File: config.mk
export PLATFORM = sky130hd
export DESIGN_NAME = spi_irq_ctl
export DESIGN_NICKNAME = d
export VERILOG_FILES = /design/src/rtl/spi_irq_pkg.sv /design/src/rtl/spi_irq_regbank.sv /design/src/rtl/spi_irq_status.sv /design/src/rtl/spi_irq_mode_fsm.sv /design/src/rtl/spi_irq_ctl.sv
export SDC_FILE = /design/constraint.sdc
export NUM_CORES = 1
export LEC_CHECK = 0
export ABC_AREA = 0
export BUFFER_PORTS_ARGS = -buffer_cell sky130_fd_sc_hd__buf_2
export CORE_UTILIZATION = 45
export CTS_CLUSTER_DIAMETER = 200
export DETAILED_ROUTE_END_ITERATION = 6
export PLACE_DENSITY = 0.68
export SLEW_MARGIN = 20
export SYNTH_ARGS = -nofsm -noshare
export SYNTH_HDL_FRONTEND = slang
export SYNTH_HIERARCHICAL = 1
export SYNTH_SLANG_ARGS = --single-unit
File: constraint.sdc
create_clock -name clk -period 1.5 [get_ports clk]
set_input_delay 0.3 -clock clk [delete_from_list [all_inputs] [get_ports clk]]
set_output_delay 0.3 -clock clk [all_outputs]
set_load 0.1 [all_outputs]
File: src/rtl/spi_irq_pkg.sv
package spi_irq_pkg;

    localparam int NCH    = 4;
    localparam int DW     = 32;
    localparam int AW     = 8;
    localparam int ST_W   = 17;

    localparam logic [ST_W-1:0] IRQ_KEEP    = 17'h1777F;
    localparam logic [DW-1:0]   SYSCFG_KEEP = 32'h0000_031D;
    localparam logic [DW-1:0]   REV_WORD    = 32'h0000_0091;
    localparam logic [DW-1:0]   READY_WORD  = 32'h0000_0001;
    localparam int              TEST_W      = 12;
    localparam int              MCTL_W      = 4;
    localparam logic [MCTL_W-1:0] MCTL_INIT = 4'h4;
    localparam int              TEST_GATE   = 11;
    localparam int              MCTL_GATE   = 3;
    localparam int              SRST_BIT    = 1;

    localparam logic [AW-1:0] OFS_REV    = 8'h00;
    localparam logic [AW-1:0] OFS_SYSCFG = 8'h10;
    localparam logic [AW-1:0] OFS_READY  = 8'h14;
    localparam logic [AW-1:0] OFS_IRQST  = 8'h18;
    localparam logic [AW-1:0] OFS_IRQEN  = 8'h1C;
    localparam logic [AW-1:0] OFS_WAKE   = 8'h20;
    localparam logic [AW-1:0] OFS_TEST   = 8'h24;
    localparam logic [AW-1:0] OFS_MCTL   = 8'h28;

    typedef enum logic [1:0] {
        MODE_NORMAL = 2'd0,
        MODE_TEST   = 2'd1,
        MODE_RESET  = 2'd2
    } mode_e;

    typedef enum logic [1:0] {
        XFER_DUPLEX = 2'd0,
        XFER_RXONLY = 2'd1,
        XFER_TXONLY = 2'd2,
        XFER_RSVD   = 2'd3
    } xfer_e;

endpackage

File: src/rtl/spi_irq_regbank.sv
module spi_irq_regbank
    import spi_irq_pkg::*;
(
    input  logic              clk,
    input  logic              rst_n,
    input  logic              wr_en,
    input  logic [AW-1:0]     wr_addr,
    input  logic [DW-1:0]     wr_data,
    output logic              srst,
    output logic              test_now,
    output logic              test_next,
    output logic              test_write,
    output logic [DW-1:0]     sysconf,
    output logic [ST_W-1:0]   irq_en,
    output logic              wake_en,
    output logic [TEST_W-1:0] test_reg,
    output logic [MCTL_W-1:0] mctl
);

    logic hit_cfg, hit_en, hit_wake, hit_test, hit_mctl;
    logic [TEST_W-1:0] test_nx;
    logic [MCTL_W-1:0] mctl_nx;

    always_comb begin
        hit_cfg  = wr_en && (wr_addr == OFS_SYSCFG);
        hit_en   = wr_en && (wr_addr == OFS_IRQEN);
        hit_wake = wr_en && (wr_addr == OFS_WAKE);
        hit_test = wr_en && (wr_addr == OFS_TEST);
        hit_mctl = wr_en && (wr_addr == OFS_MCTL);
        srst     = hit_cfg && wr_data[SRST_BIT];
        test_nx  = hit_test ? wr_data[TEST_W-1:0] : test_reg;
        mctl_nx  = hit_mctl ? wr_data[MCTL_W-1:0] : mctl;
        test_now   = mctl[MCTL_GATE] && test_reg[TEST_GATE];
        test_next  = mctl_nx[MCTL_GATE] && test_nx[TEST_GATE];
        test_write = hit_test || hit_mctl;
    end

    always_ff @(posedge clk or negedge rst_n) begin
        if (!rst_n) begin
            sysconf  <= '0;
            irq_en   <= '0;
            wake_en  <= 1'b0;
            test_reg <= '0;
            mctl     <= MCTL_INIT;
        end else if (srst) begin
            sysconf  <= wr_data & SYSCFG_KEEP;
            irq_en   <= '0;
            wake_en  <= 1'b0;
            test_reg <= '0;
            mctl     <= MCTL_INIT;
        end else begin
            if (hit_cfg)  sysconf  <= wr_data & SYSCFG_KEEP;
            if (hit_en)   irq_en   <= wr_data[ST_W-1:0] & IRQ_KEEP;
            if (hit_wake) wake_en  <= wr_data[0];
            test_reg <= test_nx;
            mctl     <= mctl_nx;
        end
    end

    AST_SRST_CLEARS: assert property (@(posedge clk) disable iff (!rst_n)
        srst |=> (mctl == MCTL_INIT && test_reg == '0 && irq_en == '0 && !wake_en));

    AST_SYSCFG_BIT1: assert property (@(posedge clk) disable iff (!rst_n)
        hit_cfg |=> !sysconf[SRST_BIT]);

endmodule

File: src/rtl/spi_irq_status.sv
module spi_irq_status
    import spi_irq_pkg::*;
(
    input  logic              clk,
    input  logic              rst_n,
    input  logic              srst,
    input  logic              force_all,
    input  logic              clr_req,
    input  logic [ST_W-1:0]   clr_bits,
    input  logic              clr_block,
    input  logic [NCH-1:0]    att,
    input  logic [NCH-1:0]    txs,
    input  logic [NCH-1:0]    rxs,
    input  logic [2*NCH-1:0]  mode,
    input  logic [NCH-1:0]    turbo,
    output logic [ST_W-1:0]   status
);

    logic [NCH-1:0]  tx_set;
    logic [NCH-1:0]  rx_set;
    logic [ST_W-1:0] set_vec;
    logic [ST_W-1:0] clr_mask;
    logic [ST_W-1:0] status_nx;

    for (genvar g = 0; g < NCH; g++) begin : g_chan
        xfer_e m;
        assign m = xfer_e'(mode[2*g +: 2]);
        assign tx_set[g] = att[g] && txs[g] && (m != XFER_RXONLY);
        assign rx_set[g] = att[g] && rxs[g] && (m != XFER_TXONLY) && !turbo[g];

        AST_TX_SET: assert property (@(posedge clk) disable iff (!rst_n)
            (att[g] && txs[g] && mode[2*g +: 2] != 2'b01 && !srst) |=> status[4*g]);

        AST_RX_SET: assert property (@(posedge clk) disable iff (!rst_n)
            (att[g] && rxs[g] && mode[2*g +: 2] != 2'b10 && !turbo[g] && !srst)
            |=> status[4*g+2]);
    end

    always_comb begin
        set_vec = '0;
        for (int c = 0; c < NCH; c++) begin
            set_vec[4*c]   = tx_set[c];
            set_vec[4*c+2] = rx_set[c];
        end
        clr_mask  = (clr_req && !clr_block) ? clr_bits : '0;
        status_nx = ((status & ~clr_mask) | set_vec | (force_all ? IRQ_KEEP : '0)) & IRQ_KEEP;
    end

    always_ff @(posedge clk or negedge rst_n) begin
        if (!rst_n)      status <= '0;
        else if (srst)   status <= '0;
        else             status <= status_nx;
    end

    AST_CLR_BLOCKED: assert property (@(posedge clk) disable iff (!rst_n)
        (clr_block && !force_all && !srst && att == '0) |=> status == $past(status));

    AST_FORCE_ALL: assert property (@(posedge clk) disable iff (!rst_n)
        (force_all && !srst) |=> status == IRQ_KEEP);

    AST_NO_STRAY: assert property (@(posedge clk) disable iff (!rst_n)
        (status & ~IRQ_KEEP) == '0);

endmodule

File: src/rtl/spi_irq_mode_fsm.sv
module spi_irq_mode_fsm
    import spi_irq_pkg::*;
(
    input  logic clk,
    input  logic rst_n,
    input  logic srst,
    input  logic test_next,
    input  logic test_now,
    output logic clr_block,
    output logic chan_srst
);

    mode_e state, state_nx;

    always_ff @(posedge clk or negedge rst_n) begin
        if (!rst_n) state <= MODE_NORMAL;
        else        state <= state_nx;
    end

    always_comb begin
        state_nx = state;
        unique case (state)
            MODE_NORMAL: begin
                if (srst)           state_nx = MODE_RESET;
                else if (test_next) state_nx = MODE_TEST;
            end
            MODE_TEST: begin
                if (srst)            state_nx = MODE_RESET;
                else if (!test_next) state_nx = MODE_NORMAL;
            end
            MODE_RESET: begin
                if (srst)           state_nx = MODE_RESET;
                else if (test_next) state_nx = MODE_TEST;
                else                state_nx = MODE_NORMAL;
            end
            default: state_nx = MODE_NORMAL;
        endcase
    end

    always_comb begin
        clr_block = (state == MODE_TEST);
        chan_srst = (state == MODE_RESET);
    end

    AST_TEST_TRACK: assert property (@(posedge clk) disable iff (!rst_n)
        (state == MODE_TEST) == test_now);

    AST_SRST_PULSE: assert property (@(posedge clk) disable iff (!rst_n)
        (chan_srst && !srst) |=> !chan_srst);

endmodule

File: src/rtl/spi_irq_ctl.sv
module spi_irq_ctl
    import spi_irq_pkg::*;
(
    input  logic              clk,
    input  logic              rst_n,
    input  logic              req_valid,
    input  logic              req_write,
    input  logic              req_word,
    input  logic [7:0]        req_addr,
    input  logic [31:0]       req_wdata,
    output logic              rd_valid,
    output logic [31:0]       rd_data,
    input  logic [3:0]        xfer_done,
    input  logic [3:0]        tx_empty_flag,
    input  logic [3:0]        rx_full_flag,
    input  logic [7:0]        xfer_mode,
    input  logic [3:0]        turbo_on,
    output logic              irq,
    output logic              chan_srst
);

    logic              wr_en, rd_en;
    logic              srst, test_now, test_next, test_write;
    logic              clr_block, force_all, clr_req;
    logic [DW-1:0]     sysconf;
    logic [ST_W-1:0]   irq_en;
    logic              wake_en;
    logic [TEST_W-1:0] test_reg;
    logic [MCTL_W-1:0] mctl;
    logic [ST_W-1:0]   status;
    logic [DW-1:0]     rd_mux;

    assign wr_en     = req_valid && req_write && req_word;
    assign rd_en     = req_valid && !req_write;
    assign clr_req   = wr_en && (req_addr == OFS_IRQST);
    assign force_all = test_write && test_next;

    spi_irq_regbank u_regs (
        .clk        (clk),
        .rst_n      (rst_n),
        .wr_en      (wr_en),
        .wr_addr    (req_addr),
        .wr_data    (req_wdata),
        .srst       (srst),
        .test_now   (test_now),
        .test_next  (test_next),
        .test_write (test_write),
        .sysconf    (sysconf),
        .irq_en     (irq_en),
        .wake_en    (wake_en),
        .test_reg   (test_reg),
        .mctl       (mctl)
    );

    spi_irq_mode_fsm u_fsm (
        .clk       (clk),
        .rst_n     (rst_n),
        .srst      (srst),
        .test_next (test_next),
        .test_now  (test_now),
        .clr_block (clr_block),
        .chan_srst (chan_srst)
    );

    spi_irq_status u_stat (
        .clk       (clk),
        .rst_n     (rst_n),
        .srst      (srst),
        .force_all (force_all),
        .clr_req   (clr_req),
        .clr_bits  (req_wdata[ST_W-1:0]),
        .clr_block (clr_block),
        .att       (xfer_done),
        .txs       (tx_empty_flag),
        .rxs       (rx_full_flag),
        .mode      (xfer_mode),
        .turbo     (turbo_on),
        .status    (status)
    );

    always_comb begin
        rd_mux = '0;
        if (req_word) begin
            unique case (req_addr)
                OFS_REV:    rd_mux = REV_WORD;
                OFS_SYSCFG: rd_mux = sysconf;
                OFS_READY:  rd_mux = READY_WORD;
                OFS_IRQST:  rd_mux = DW'(status);
                OFS_IRQEN:  rd_mux = DW'(irq_en);
                OFS_WAKE:   rd_mux = DW'(wake_en);
                OFS_TEST:   rd_mux = DW'(test_reg);
                OFS_MCTL:   rd_mux = DW'(mctl);
                default:    rd_mux = '0;
            endcase
        end
    end

    always_ff @(posedge clk or negedge rst_n) begin
        if (!rst_n) begin
            rd_valid <= 1'b0;
            rd_data  <= '0;
        end else begin
            rd_valid <= rd_en;
            if (rd_en) rd_data <= rd_mux;
        end
    end

    assign irq = |(status & irq_en);

    AST_IRQ_NEEDS_EN: assert property (@(posedge clk) disable iff (!rst_n)
        (irq_en == '0) |-> !irq);

    AST_RD_AFTER_REQ: assert property (@(posedge clk) disable iff (!rst_n)
        rd_valid |-> $past(req_valid));

endmodule

==> impl_results.md, run 1 <==
- Status: complete, but fails checks
- Failing checks: setup timing
- Layout cell share with drive strength beyond 1: 44.9%
- Final Non-Filler Cells: between 800 and 900
- RSZ-0062 raised after global routing: true
- Hold_ws: 181 ps
- P per Cell Area: 687 mW/mm^2
- Total Power: 4.71 mW
- Setup WS post-layout: -490 ps
- CTS tree: yes
- Static leakage: 3.16 nW
- HP Class: in2reg
- Slew HR: 39.6%
- First-pass GRT wire length: 24.5 mm
- Max-slew violations: 0
- Worst IR Drop VDD: 0.000395 V
- Remaining DRCs: 0
- Max_cap viols: 0
- Largest net degree at the start of global routing: between 40 and 50
- CTS root buffer: clkbuf_8
- Synth Instances: 493
- F_max: 503 MHz
- Arrival time at the worst endpoint: 1690 ps
- Top reg by flops: rd_data
- Final TNS setup: -6500 ps
- GPL Wtd Cong: 0.898
- Nets@finish: 737
- Max Buffers Root-to-Sink: 2
- Fin Clk Skew: 13.9 ps
- Worst slack at placement: -650 ps
- Final period utilization: 133%
- Initial Utilization: 46.7%
- Initial antenna violation count: 0
- Slowest stage cell on the critical path: dfrtp_1
- Most frequent cells in the layout: buf_4 (96), dfrtp_1 (85), buf_2 (65)
- Clk pin slew, worst setup/hold paths: 110 ps
- WL/cell: approximately 20 um
- Avg Synthesized Cell Area: 9.82 um^2
- Hold Path Stages: 3
- CTS Buf Count: 9
- Full die area: 0.0112 mm^2
- Via/cell ratio: between 6 and 7
- Final Hold Fails: 0
- Clock Latency Late Sink: 370 ps
- Largest regs: rd_data (32), u_regs/irq_en (14), u_stat/status (14)
- Pre-antenna DRT Iters: 5
- # setup viols final: 49
- Crit-path cells: a22o_1 > a221oi_2 > and3_1 > nand3_4 > buf_12
- Iter 0 DRT Violations: 504
- Ys Warns: 6
- Placed Cells: 776
- Max FFs per register: 32
- CP peak stage delay: 390 ps
- Worst slew pin tran: approximately 900 ps
- Ant diodes: 0
- Overflow after GRT: 0
- Via Count: around 4900
- FF-to-FF path depth: 5
- Port buffer count: 87
- Chip width: 106 um
- H-tree lvl count: 3
- Setup crit start kind: flip-flop
- Final min period: approximately 2000 ps
- Vias in the first global route: 4651
- Post-DP HPWL: around 11 mm
- DIE HEIGHT: around 110 um
- Commonest non-fill, non-tap cell in the layout: buf_4
- Data required, critical path: ~1200 ps
- I/O pin count: 104
- Netlist Area Pre-Place: 0.00484 mm^2
- Max FO, Critical Path: 2
- Clock Sinks: 86
- Core Region: 0.0104 mm^2
- CP Capture Type: output port
- # rows: 37
- P&R area growth vs syn: 41.7%
- Gr usage total: between 20% and 30%
- Antenna-violating nets left: 0
- Drt total wl: approximately 16 mm
- WS Path Type: reg2out
[what timing repair did]
action                     CTS  global route
pin swaps                   13            11
hold buffers                 1             0
setup buffers                6             8
gates cloned                 3             2
setup endpoints to repair   62            80
hold endpoints to repair    14             0
gates resized for setup     47            64
[worst max-delay path: cells and delay by family, from the launching register on]
kind            cells  cell delay (ps)
flops               1              390
buf+inv             1              180
compound gates      2              440
simple gates        2              310
[final timing paths]
path	startpoint	to	slack [ps]
max	u_regs/irq_en[13]$_DFFE_PN0P_	irq	-490
min in group asynchronous	rst_n	rd_data[2]$_DFFE_PN0P_	330
max reg2reg	u_stat/status[1]$_DFF_PN0_	rd_data[1]$_DFFE_PN0P_	60
min reg2reg	rd_data[5]$_DFFE_PN0P_	rd_data[5]$_DFFE_PN0P_	490
min	req_wdata[12]	u_regs/irq_en[12]$_DFFE_PN0P_	180
max in group asynchronous	rst_n	u_regs/mctl[3]$_DFF_PN0_	640
[routing by layer]
layer / global-route usage, % / share of wire [%]
met1: 36.4 / 40
met4: 14.2 / 4.4
met3: 5.44 / 8.0
met5: 0 / 0
met2: 47.0 / 48
[through the flow]
step	util, %	instance area [um^2]
finish	66.1	6860
global route	66.1	6860
CTS	63.7	6610
detailed placement	58.9	6110
global placement	58.9	6110
floorplan	-	5100
[power by group]
| group | switching [mW] | leakage [nW] | internal, mW |
|---|---|---|---|
| Combinational | 0.398 | 1.91 | 0.284 |
| Sequential | 0.0152 | 1.15 | 2.34 |
| Clock | 1.01 | 0.103 | 0.663 |
[area by class of cell]
class                   count  area, um^2
clock inverters             7        76.3
inverters                   9        33.8
repair buffers            204        1600
clock buffers               9         124
flip-flops and latches     86        2150
fillers                   823        3510
well taps                 136         170
multi-input cells         358        2700
Note: power is estimated with default switching activity, not from simulation.
==> inputs of run 2 (changes only) <==
ABC_AREA = 1   (was 0)
clock period = 2.52 ns   (was 1.5 ns; I/O delays follow)
==> run 2 against run 1 <==
The run now ends clean. Routed wire length fell by 26%. Setup slack better by 890 ps. Area after synthesis grew 3.7%. Via count decreased by 5.9%. Sequential share of layout area increased by 7.0 points. Critical path depth is the same. First-iteration DRC count down 44%. Combinational power fell by 63%. Sequential power shrank 40%. Global-route usage fell by 6.3 points. Hold slack got worse by 14 ps. Largest power group unchanged.
==> impl_results.md, run 2 <==
- Status: finished, final reports clean
- Setup crit end: irq
- Routing usage on met3: 3.09%
- Arrival time at the worst endpoint: between 1500 and 2000 ps
- Worst r2r src: u_regs/test_reg[11]$_DFF_PN0_
- I/O pin count: 104
- Setup crit start kind: flip-flop
- WS Path Type: reg2out
- Worst setup path startpoint: u_stat/status[8]$_DFF_PN0_
- Total Power: 2.59 mW
- Ant diodes: 0
- Initial antenna violation count: 0
- Chip width: 108 um
- R2r setup slk: between 1000 and 1500 ps
- Clock Latency Late Sink: around 360 ps
- Iter 0 DRT Violations: 281
- CTS resizes: 0
- CTS tree: yes
- Clock Sinks: 86
- Drt total wl: 12.1 mm
- DIE HEIGHT: 108 um
- Max_cap viols: 0
- Clk pin slew, worst setup/hold paths: 100 ps
- H-tree lvl count: 3
- Layout cell share with drive strength beyond 1: 19.0%
- Remaining DRCs: 0
- Via/cell ratio: slightly above 5
- P&R area growth vs syn: 11.8%
- Gr usage total: 22.4%
- Top reg by flops: rd_data
- P per Cell Area: 461 mW/mm^2
- Vias in the first global route: 4130
- Reg2reg end: u_stat/status[6]$_DFF_PN0_
- Worst slew pin tran: about 900 ps
- # rows: 38
- Final TNS setup: 0 ps
- Slew HR: between 40 and 50%
- Overflow after GRT: 0
- Nets@finish: 837
- Via Count: 4601
- Pre-antenna DRT Iters: 5
- Antenna-violating nets left: 0
- CP Capture Type: output port
- # setup viols final: 0
- Synth Instances: between 600 and 700
- Postcts setup bufs: 0
- Port buffer count: 87
- Max FFs per register: 32
- Largest regs: rd_data (32), u_regs/irq_en (14), u_stat/status (14)
- Max FO, Critical Path: 3
- Max Buffers Root-to-Sink: 2
- Fin Clk Skew: ~14 ps
- HP Class: in2async
- Most frequent cells in the layout: nand2_1 (206), nand3_1 (154), buf_2 (86)
- Data required, critical path: 2020 ps
- Largest net degree at the start of global routing: 50
- Ys Warns: 6
- RSZ-0062 raised after global routing: false
- WL/cell: 13.2 um
- CTS root buffer: clkbuf_8
- First-pass GRT wire length: 20.3 mm
- Met1 usage: 33.0%
- Full die area: 0.0116 mm^2
- Worst IR Drop VDD: 0.000225 V
- Max-slew violations: 0
- GPL Wtd Cong: 0.862
- GRT busiest layer: met2
- Initial Utilization: a little under half
- Final Hold Fails: 0
- Core Region: around 0.011 mm^2
- CTS Buf Count: 9
- Final min period: 2120 ps
- FF-to-FF path depth: 10
- Commonest non-fill, non-tap cell in the layout: nand2_1
- Netlist Area Pre-Place: 0.00502 mm^2
- Static leakage: 3.14 nW
- F_max: 473 MHz
- GR Util met2: 34.3%
- Post-DP HPWL: 8.80 mm
- Hold_buf cts: 0
- Avg Synthesized Cell Area: 7.28 um^2
- Final period utilization: about 84%
==> run 2: cell count changes in the layout (fill, tap and decap cells not counted), moves of 24 or more <==
cell     previous run  this run
nand2_1            17       206
nand3_1             3       154
buf_4              96        16
inv_1               8        57
a22o_1             31         0
o31ai_1            24         0
==> run 2: metal layers <==
| layer | up-vias | part of all wire [%] |
|---|---|---|
| met2 | 165 | 43 |
| met3 | 12 | 5.9 |
| met1 | 2103 | 50 |
| met4 | 0 | 1.2 |
| met5 | - | 0 |
| li1 | 2321 | - |
==> run 2: through the flow <==
stage	instances	cell area (um^2)	setup WS, ps	util, %	hold slack (ps)
2_1_floorplan	719	5130	218	-	208
3_3_place_gp	897	5430	137	50.1	457
3_5_place_dp	897	5430	104	50.1	460
4_1_cts	913	5610	405	51.8	183
5_1_grt	913	5610	189	51.8	214
6_report	913	5610	405	51.8	167
==> run 2: cell type report <==
cell class,instances,area [um^2]
fill,1095,5230
multi-input combinational,504,2290
sequential,86,2150
timing repair buffer,103,571
inverter,64,240
tap,140,175
clock buffer,9,124
clock inverter,7,58.8
==> run 2: worst min path at each step <==
stage	start	endpoint	depth (start not counted)
floorplan	rst_n	rd_data[0]$_DFFE_PN0P_	0
global placement	u_regs/sysconf[4]$_DFFE_PN0P_	u_regs/sysconf[4]$_DFFE_PN0P_	2
detailed placement	u_regs/sysconf[9]$_DFFE_PN0P_	u_regs/sysconf[9]$_DFFE_PN0P_	2
CTS	rst_n	u_regs/test_reg[7]$_DFFE_PN0P_	1
global route	rst_n	u_regs/test_reg[7]$_DFFE_PN0P_	1
finish	rst_n	u_regs/test_reg[7]$_DFFE_PN0P_	1
==> run 2: critical path, cell delays in order, from the launching register on <==
cell and delay, ps:
dfrtp_1 430, nand2_1 80, nand2_1 60, a221oi_1 260, nand4_1 120, buf_2 310
==> run 2: power by group <==
part | leakage (nW) | total, mW | switching, mW | internal [mW]
registers | 1.12 | 1.42 | 0.0168 | 1.40
clock network | 0.0917 | 0.915 | 0.543 | 0.372
logic | 1.93 | 0.254 | 0.179 | 0.0745
